$ cat config.mk
export PLATFORM = sky130hd
export DESIGN_NAME = fdd_bridge
export DESIGN_NICKNAME = d
export VERILOG_FILES = /design/src/rtl/fdd_bridge_pkg.sv /design/src/rtl/fdd_bridge_decode.sv /design/src/rtl/fdd_bridge_regs.sv /design/src/rtl/fdd_bridge_timer.sv /design/src/rtl/fdd_bridge_route.sv /design/src/rtl/fdd_bridge.sv
export SDC_FILE = /design/constraint.sdc
export NUM_CORES = 1
export LEC_CHECK = 0
export ABC_AREA = 1
export BUFFER_PORTS_ARGS = -buffer_cell sky130_fd_sc_hd__buf_2
export CAP_MARGIN = 0
export CELL_PAD_IN_SITES_DETAIL_PLACEMENT = 1
export CELL_PAD_IN_SITES_GLOBAL_PLACEMENT = 2
export CORE_MARGIN = 2
export CORE_UTILIZATION = 28
export DETAILED_ROUTE_END_ITERATION = 6
export PLACE_DENSITY = 0.89
export SKIP_CTS_REPAIR_TIMING = 1
export SYNTH_ARGS = -nofsm -noshare
export SYNTH_HDL_FRONTEND = slang
export SYNTH_SLANG_ARGS = --single-unit
$ cat constraint.sdc
create_clock -name clk -period 2.1 [get_ports clk]
set_clock_uncertainty 0.15 [all_clocks]
set_input_delay 0.42 -clock clk [delete_from_list [all_inputs] [get_ports clk]]
set_output_delay 0.42 -clock clk [all_outputs]
set_load 0.005 [all_outputs]
$ cat src/rtl/fdd_bridge_pkg.sv
package fdd_bridge_pkg;

   typedef enum logic [2:0] {
      SEL_NONE,
      SEL_FSTAT,
      SEL_FDATA,
      SEL_CTRL,
      SEL_MODE
   } sel_e;

   localparam logic [7:0] STAT_STRAPS = 8'h64;
   localparam logic [7:0] OPEN_BUS    = 8'hFF;

   function automatic logic [7:0] mode_byte(input logic [1:0] m);
      return {6'b111110, m};
   endfunction

   function automatic logic [7:0] stat_byte(input logic disk);
      return STAT_STRAPS | {3'b000, disk, 4'b0000};
   endfunction

endpackage

$ cat src/rtl/fdd_bridge_decode.sv
module fdd_bridge_decode
   import fdd_bridge_pkg::*;
#(
   parameter int          ADDR_W = 8,
   parameter int          SET_BIT = 4,
   parameter logic [ADDR_W-1:0] BASE = 'h20
) (
   input  logic [ADDR_W-1:0] io_addr,
   input  logic              mode_set,
   output sel_e              sel,
   output logic              set_ok
);

   localparam logic [ADDR_W-1:0] SET_MASK  = ADDR_W'(1) << SET_BIT;
   localparam logic [ADDR_W-1:0] A_FSTAT   = BASE;
   localparam logic [ADDR_W-1:0] A_FDATA   = BASE + ADDR_W'(2);
   localparam logic [ADDR_W-1:0] A_CTRL    = BASE + ADDR_W'(4);
   localparam logic [ADDR_W-1:0] A_MODE    = BASE + ADDR_W'(14);

   logic [ADDR_W-1:0] fold;

   always_comb begin
      fold = io_addr & ~SET_MASK;
      if (fold == A_FSTAT)        sel = SEL_FSTAT;
      else if (fold == A_FDATA)   sel = SEL_FDATA;
      else if (fold == A_CTRL)    sel = SEL_CTRL;
      else if (io_addr == A_MODE) sel = SEL_MODE;
      else                        sel = SEL_NONE;
      set_ok = (io_addr[SET_BIT] == mode_set);
   end

endmodule

$ cat src/rtl/fdd_bridge_regs.sv
module fdd_bridge_regs #(
   parameter int RST_LEN = 4
) (
   input  logic       clk,
   input  logic       rst_n,
   input  logic       ctrl_we,
   input  logic       mode_we,
   input  logic [7:0] wdata,
   output logic [7:0] ctrl_q,
   output logic [1:0] mode_q,
   output logic       dens_hd,
   output logic       fdc_rst
);

   logic rst_fire;

   assign rst_fire = ctrl_we && wdata[7] && !ctrl_q[7];

   always_ff @(posedge clk) begin
      if (!rst_n) begin
         ctrl_q  <= '0;
         mode_q  <= '0;
         dens_hd <= 1'b0;
      end else begin
         if (ctrl_we) ctrl_q <= wdata;
         if (mode_we) begin
            mode_q <= wdata[1:0];
            if (!mode_q[1] && wdata[1])      dens_hd <= 1'b1;
            else if (mode_q[1] && !wdata[1]) dens_hd <= 1'b0;
         end
      end
   end

   generate
      if (RST_LEN == 1) begin : g_rst_flop
         always_ff @(posedge clk) begin
            if (!rst_n) fdc_rst <= 1'b0;
            else        fdc_rst <= rst_fire;
         end
      end else begin : g_rst_count
         localparam int RW = $clog2(RST_LEN + 1);
         logic [RW-1:0] rcnt;
         always_ff @(posedge clk) begin
            if (!rst_n)               rcnt <= '0;
            else if (rst_fire)        rcnt <= RW'(RST_LEN);
            else if (rcnt != '0)      rcnt <= rcnt - RW'(1);
         end
         assign fdc_rst = (rcnt != '0);
      end
   endgenerate

endmodule

$ cat src/rtl/fdd_bridge_timer.sv
module fdd_bridge_timer #(
   parameter int CYCLES = 12_500_000
) (
   input  logic clk,
   input  logic rst_n,
   input  logic restart,
   input  logic arm,
   output logic irq
);

   localparam int CW = $clog2(CYCLES + 1);

   logic [CW-1:0] cnt;
   logic          run;

   always_ff @(posedge clk) begin
      if (!rst_n) begin
         cnt <= '0;
         run <= 1'b0;
         irq <= 1'b0;
      end else if (restart) begin
         cnt <= CW'(CYCLES);
         run <= 1'b1;
         irq <= 1'b0;
      end else if (run) begin
         if (cnt == CW'(1)) begin
            run <= 1'b0;
            irq <= arm;
         end else begin
            cnt <= cnt - CW'(1);
         end
      end
   end

endmodule

$ cat src/rtl/fdd_bridge_route.sv
module fdd_bridge_route #(
   parameter bit HD_ON_IR3 = 1'b1
) (
   input  logic hd,
   input  logic int_src,
   input  logic drq_src,
   output logic irq_ir3,
   output logic irq_ir2,
   output logic drq_ch2,
   output logic drq_ch3
);

   generate
      if (HD_ON_IR3) begin : g_hd_high
         assign irq_ir3 = hd  & int_src;
         assign irq_ir2 = !hd & int_src;
         assign drq_ch2 = hd  & drq_src;
         assign drq_ch3 = !hd & drq_src;
      end else begin : g_hd_low
         assign irq_ir3 = !hd & int_src;
         assign irq_ir2 = hd  & int_src;
         assign drq_ch2 = !hd & drq_src;
         assign drq_ch3 = hd  & drq_src;
      end
   endgenerate

endmodule

$ cat src/rtl/fdd_bridge.sv
module fdd_bridge
   import fdd_bridge_pkg::*;
#(
   parameter int                ADDR_W       = 8,
   parameter int                SET_BIT      = 4,
   parameter logic [ADDR_W-1:0] BASE         = 'h20,
   parameter int                TIMER_CYCLES = 12_500_000,
   parameter int                RST_LEN      = 4,
   parameter bit                HD_ON_IR3    = 1'b1
) (
   input  logic              clk,
   input  logic              rst_n,
   input  logic [ADDR_W-1:0] io_addr,
   input  logic              io_wr,
   input  logic              io_rd,
   input  logic [7:0]        io_wdata,
   output logic [7:0]        io_rdata,
   output logic              fdc_rd,
   output logic              fdc_wr,
   output logic              fdc_a0,
   output logic [7:0]        fdc_wdata,
   input  logic [7:0]        fdc_rdata,
   output logic              fdc_rst,
   output logic              fdc_ready,
   output logic              fdc_motor,
   input  logic              fdc_int,
   input  logic              fdc_drq,
   input  logic              disk_in,
   output logic              dens_hd,
   output logic              irq_ir3,
   output logic              irq_ir2,
   output logic              drq_ch2,
   output logic              drq_ch3
);

   initial begin
      assert (SET_BIT >= 0 && SET_BIT < ADDR_W) else $error("SET_BIT outside address");
      assert (SET_BIT > 3) else $error("SET_BIT overlaps register offsets");
      assert (BASE[SET_BIT] == 1'b0) else $error("BASE must have SET_BIT clear");
      assert (TIMER_CYCLES >= 2) else $error("TIMER_CYCLES too small");
      assert (RST_LEN >= 1) else $error("RST_LEN must be at least 1");
   end

   sel_e       sel;
   logic       set_ok;
   logic [7:0] ctrl_q;
   logic [1:0] mode_q;
   logic       tmr_irq;
   logic       port_hit;
   logic       ctrl_we;
   logic       mode_we;

   fdd_bridge_decode #(
      .ADDR_W (ADDR_W),
      .SET_BIT(SET_BIT),
      .BASE   (BASE)
   ) i_decode (
      .io_addr (io_addr),
      .mode_set(mode_q[0]),
      .sel     (sel),
      .set_ok  (set_ok)
   );

   assign port_hit  = set_ok && (sel == SEL_FSTAT || sel == SEL_FDATA);
   assign ctrl_we   = io_wr && (sel == SEL_CTRL);
   assign mode_we   = io_wr && (sel == SEL_MODE);
   assign fdc_wr    = io_wr && port_hit;
   assign fdc_rd    = io_rd && port_hit;
   assign fdc_a0    = (sel == SEL_FDATA);
   assign fdc_wdata = io_wdata;

   fdd_bridge_regs #(
      .RST_LEN(RST_LEN)
   ) i_regs (
      .clk    (clk),
      .rst_n  (rst_n),
      .ctrl_we(ctrl_we),
      .mode_we(mode_we),
      .wdata  (io_wdata),
      .ctrl_q (ctrl_q),
      .mode_q (mode_q),
      .dens_hd(dens_hd),
      .fdc_rst(fdc_rst)
   );

   assign fdc_ready = ctrl_q[6];
   assign fdc_motor = ctrl_q[3];

   fdd_bridge_timer #(
      .CYCLES(TIMER_CYCLES)
   ) i_timer (
      .clk    (clk),
      .rst_n  (rst_n),
      .restart(ctrl_we),
      .arm    (ctrl_q[2]),
      .irq    (tmr_irq)
   );

   fdd_bridge_route #(
      .HD_ON_IR3(HD_ON_IR3)
   ) i_route (
      .hd     (dens_hd),
      .int_src(fdc_int | tmr_irq),
      .drq_src(fdc_drq),
      .irq_ir3(irq_ir3),
      .irq_ir2(irq_ir2),
      .drq_ch2(drq_ch2),
      .drq_ch3(drq_ch3)
   );

   always_comb begin
      unique case (sel)
         SEL_FSTAT, SEL_FDATA: io_rdata = set_ok ? fdc_rdata : OPEN_BUS;
         SEL_CTRL:             io_rdata = stat_byte(disk_in);
         SEL_MODE:             io_rdata = mode_byte(mode_q);
         default:              io_rdata = OPEN_BUS;
      endcase
   end

endmodule

==> qor.csv <==
metric,value,unit
status,finished with violations,
violations,negative setup slack,
chipWidth,96.0,um
start_util,0.288,
fp.dieH,96.0,um
startpoint_type,primary input,
dr.first_iter.drc_count,61,
num-fill-cells,1087,
numCtsBuffers,5,
fin_cells,543,
routedWlPerCell,12.5,um
setup_tns,-0.0577,ns
grt_pass1_vias,2545,
cts_tree,yes,
fin_crit,2.13,ns
routedLengthMet1,2.95,mm
synth_cells,381,
hp-class,primary input to register,
setup_viol,3,
top_layer_used,met4,
synth-edff-count,0,
layout.nets,475,
insertion_delay,0.29,ns
synth.top_cell.area_share,0.304,
hold_viol,0,
p_total,1600,uW
slew_headroom,0.652,
row_count,33,
drive_gt1_frac,0.237,
synth_top_area_cell,dfxtp_1,
yosys_warnings,0,
gp_congestion,0.841,
routed-wl-met3,256,um
critical_path_peak_fanout,7,
grt_setup_unrepaired,true,
place_ws,-0.185,ns
dr_wl_met2,3.49,mm
vias_per_cell,4.64,
io_buffers,53,
mappedNetlistArea,2370,um^2
io_pins,58,
timing.final.max_slew_violations,0,
clock-root-buffer,clkbuf_8,
dp.cells,533,
vias,2517,
layout_setup_ws,-0.0307,ns
avgSynthCellArea,6.22,um^2
yosysMostFrequentCell,nand2_1,
worstMarginPinSlew,0.521,ns
route.final.wire_length,6.77,mm
place_area,2720,um^2
leakage,0.00149,uW
synthFlopType,dfxtp_1,
diodes,0,
grt_max_degree,22,
synth_area_leaders,"dfxtp_1, nand2_1, nor2_1",
fin_area,2900,um^2
antenna_found_initial,0,
place_hpwl,5.33,mm
core,8220,um^2
cp.required,1.53,ns
die_area,9220,um^2
grt_pass1_wl,11.3,mm
ys_seq_area_frac,0.304,
ys_seq_elements,36,
clock_sinks,36,
synth_common_cells,"nand2_1, nor2_1, inv_1",
htreeDepth,2,
overflow,0,
track_usage,0.157,
cp-end-kind,primary output,
postRouteAntennaNets,0,
synthesis.nets,418,
fin_crit_sh,1.01,
clk_pin_slew,0.07,ns
powerDensity,551,nW/um^2
dr.pass1.iters,4,
arrival,1.56,ns
syn2layout_area_growth,22.5,%
worst-setup-path-type,primary input to primary output,
drc_errors,0,
peakVddDrop,0.197,mV
fmax,0.469,GHz
cts_buffer_depth,2,
drv_cap,0,
synth-async-reset-ratio,0,
ys_types,30,
[cell usage in the layout, fill, tap and decap left out, drive strengths merged]
| master | count |
|---|---|
| buf | 64 |
| clkinv | 1 |
| nand4 | 10 |
| ha | 6 |
| xor2 | 4 |
| dfxtp | 36 |
| nand2 | 90 |
| nor3b | 2 |
| or2 | 3 |
| a21oi | 19 |
| o211ai | 2 |
| nor2 | 89 |
| nor4 | 1 |
| nand3 | 27 |
| inv | 56 |
| o21ai | 16 |
| clkbuf | 7 |
| nor3 | 4 |
| nand3b | 1 |
[per-layer routing]
layer  vias to the layer above  GRT usage
met5                         -          0
met4                         0     0.0429
met2                        47      0.291
met3                         6     0.0219
met1                      1175      0.186
li1                       1289          -
[power breakdown]
part	total (uW)	internal [uW]	switching, uW
logic	317	134	183
clock network	553	293	260
registers	728	712	16.2
total	1600	1140	460
[layout make-up]
cell class | count | area (um^2) | share of cell area
Tap cell | 105 | 131 | 0.0453
Multi-Input combinational cell | 274 | 1370 | 0.472
Sequential cell | 36 | 721 | 0.248
Inverter | 57 | 216 | 0.0746
Clock buffer | 7 | 96.3 | 0.0332
Timing Repair Buffer | 64 | 367 | 0.126
[worst max-delay path, stage by stage]
cell and delay (ns):
buf_6 0.09, or2_1 0.24, nor3_2 0.16, inv_1 0.10, nor2_2 0.13, inv_2 0.08
or2_1 0.22, buf_2 0.12
[stage by stage]
step	util	hold slack, ns
finish	0.353	0.213
global route	0.353	0.235
CTS	0.343	0.219
detailed placement	0.331	0.305
global placement	0.331	0.292
floorplan	-	0.284
[state kept, by name, indices dropped and copies added (netlist names)]
signal                   flops
i_timer.cnt                 24
i_regs.ctrl_q                4
i_regs.g_rst_count.rcnt      3
i_regs.mode_q                2
i_regs.dens_hd               1
i_timer.irq                  1
i_timer.run                  1
[cell families after synthesis]
logic type / synth area share
compound gates: 0.0834
buf+inv: 0.135
fa+ha+maj: 0.0317
flops: 0.304
simple gates: 0.431
xor+xnor: 0.0148
[path summary, 6_finish.rpt]
check,startpoint,endpoint,slack [ns],cells after the start
max,io_addr[0],io_rdata[6],-0.03,8
min,io_wdata[6],i_regs.ctrl_q[6],0.21,3
max reg2reg,i_timer.cnt[2],i_timer.cnt[19],0.21,10
min reg2reg,i_regs.g_rst_count.rcnt[0],i_regs.g_rst_count.rcnt[0],0.31,2
Note: power is estimated with default switching activity, not from simulation.
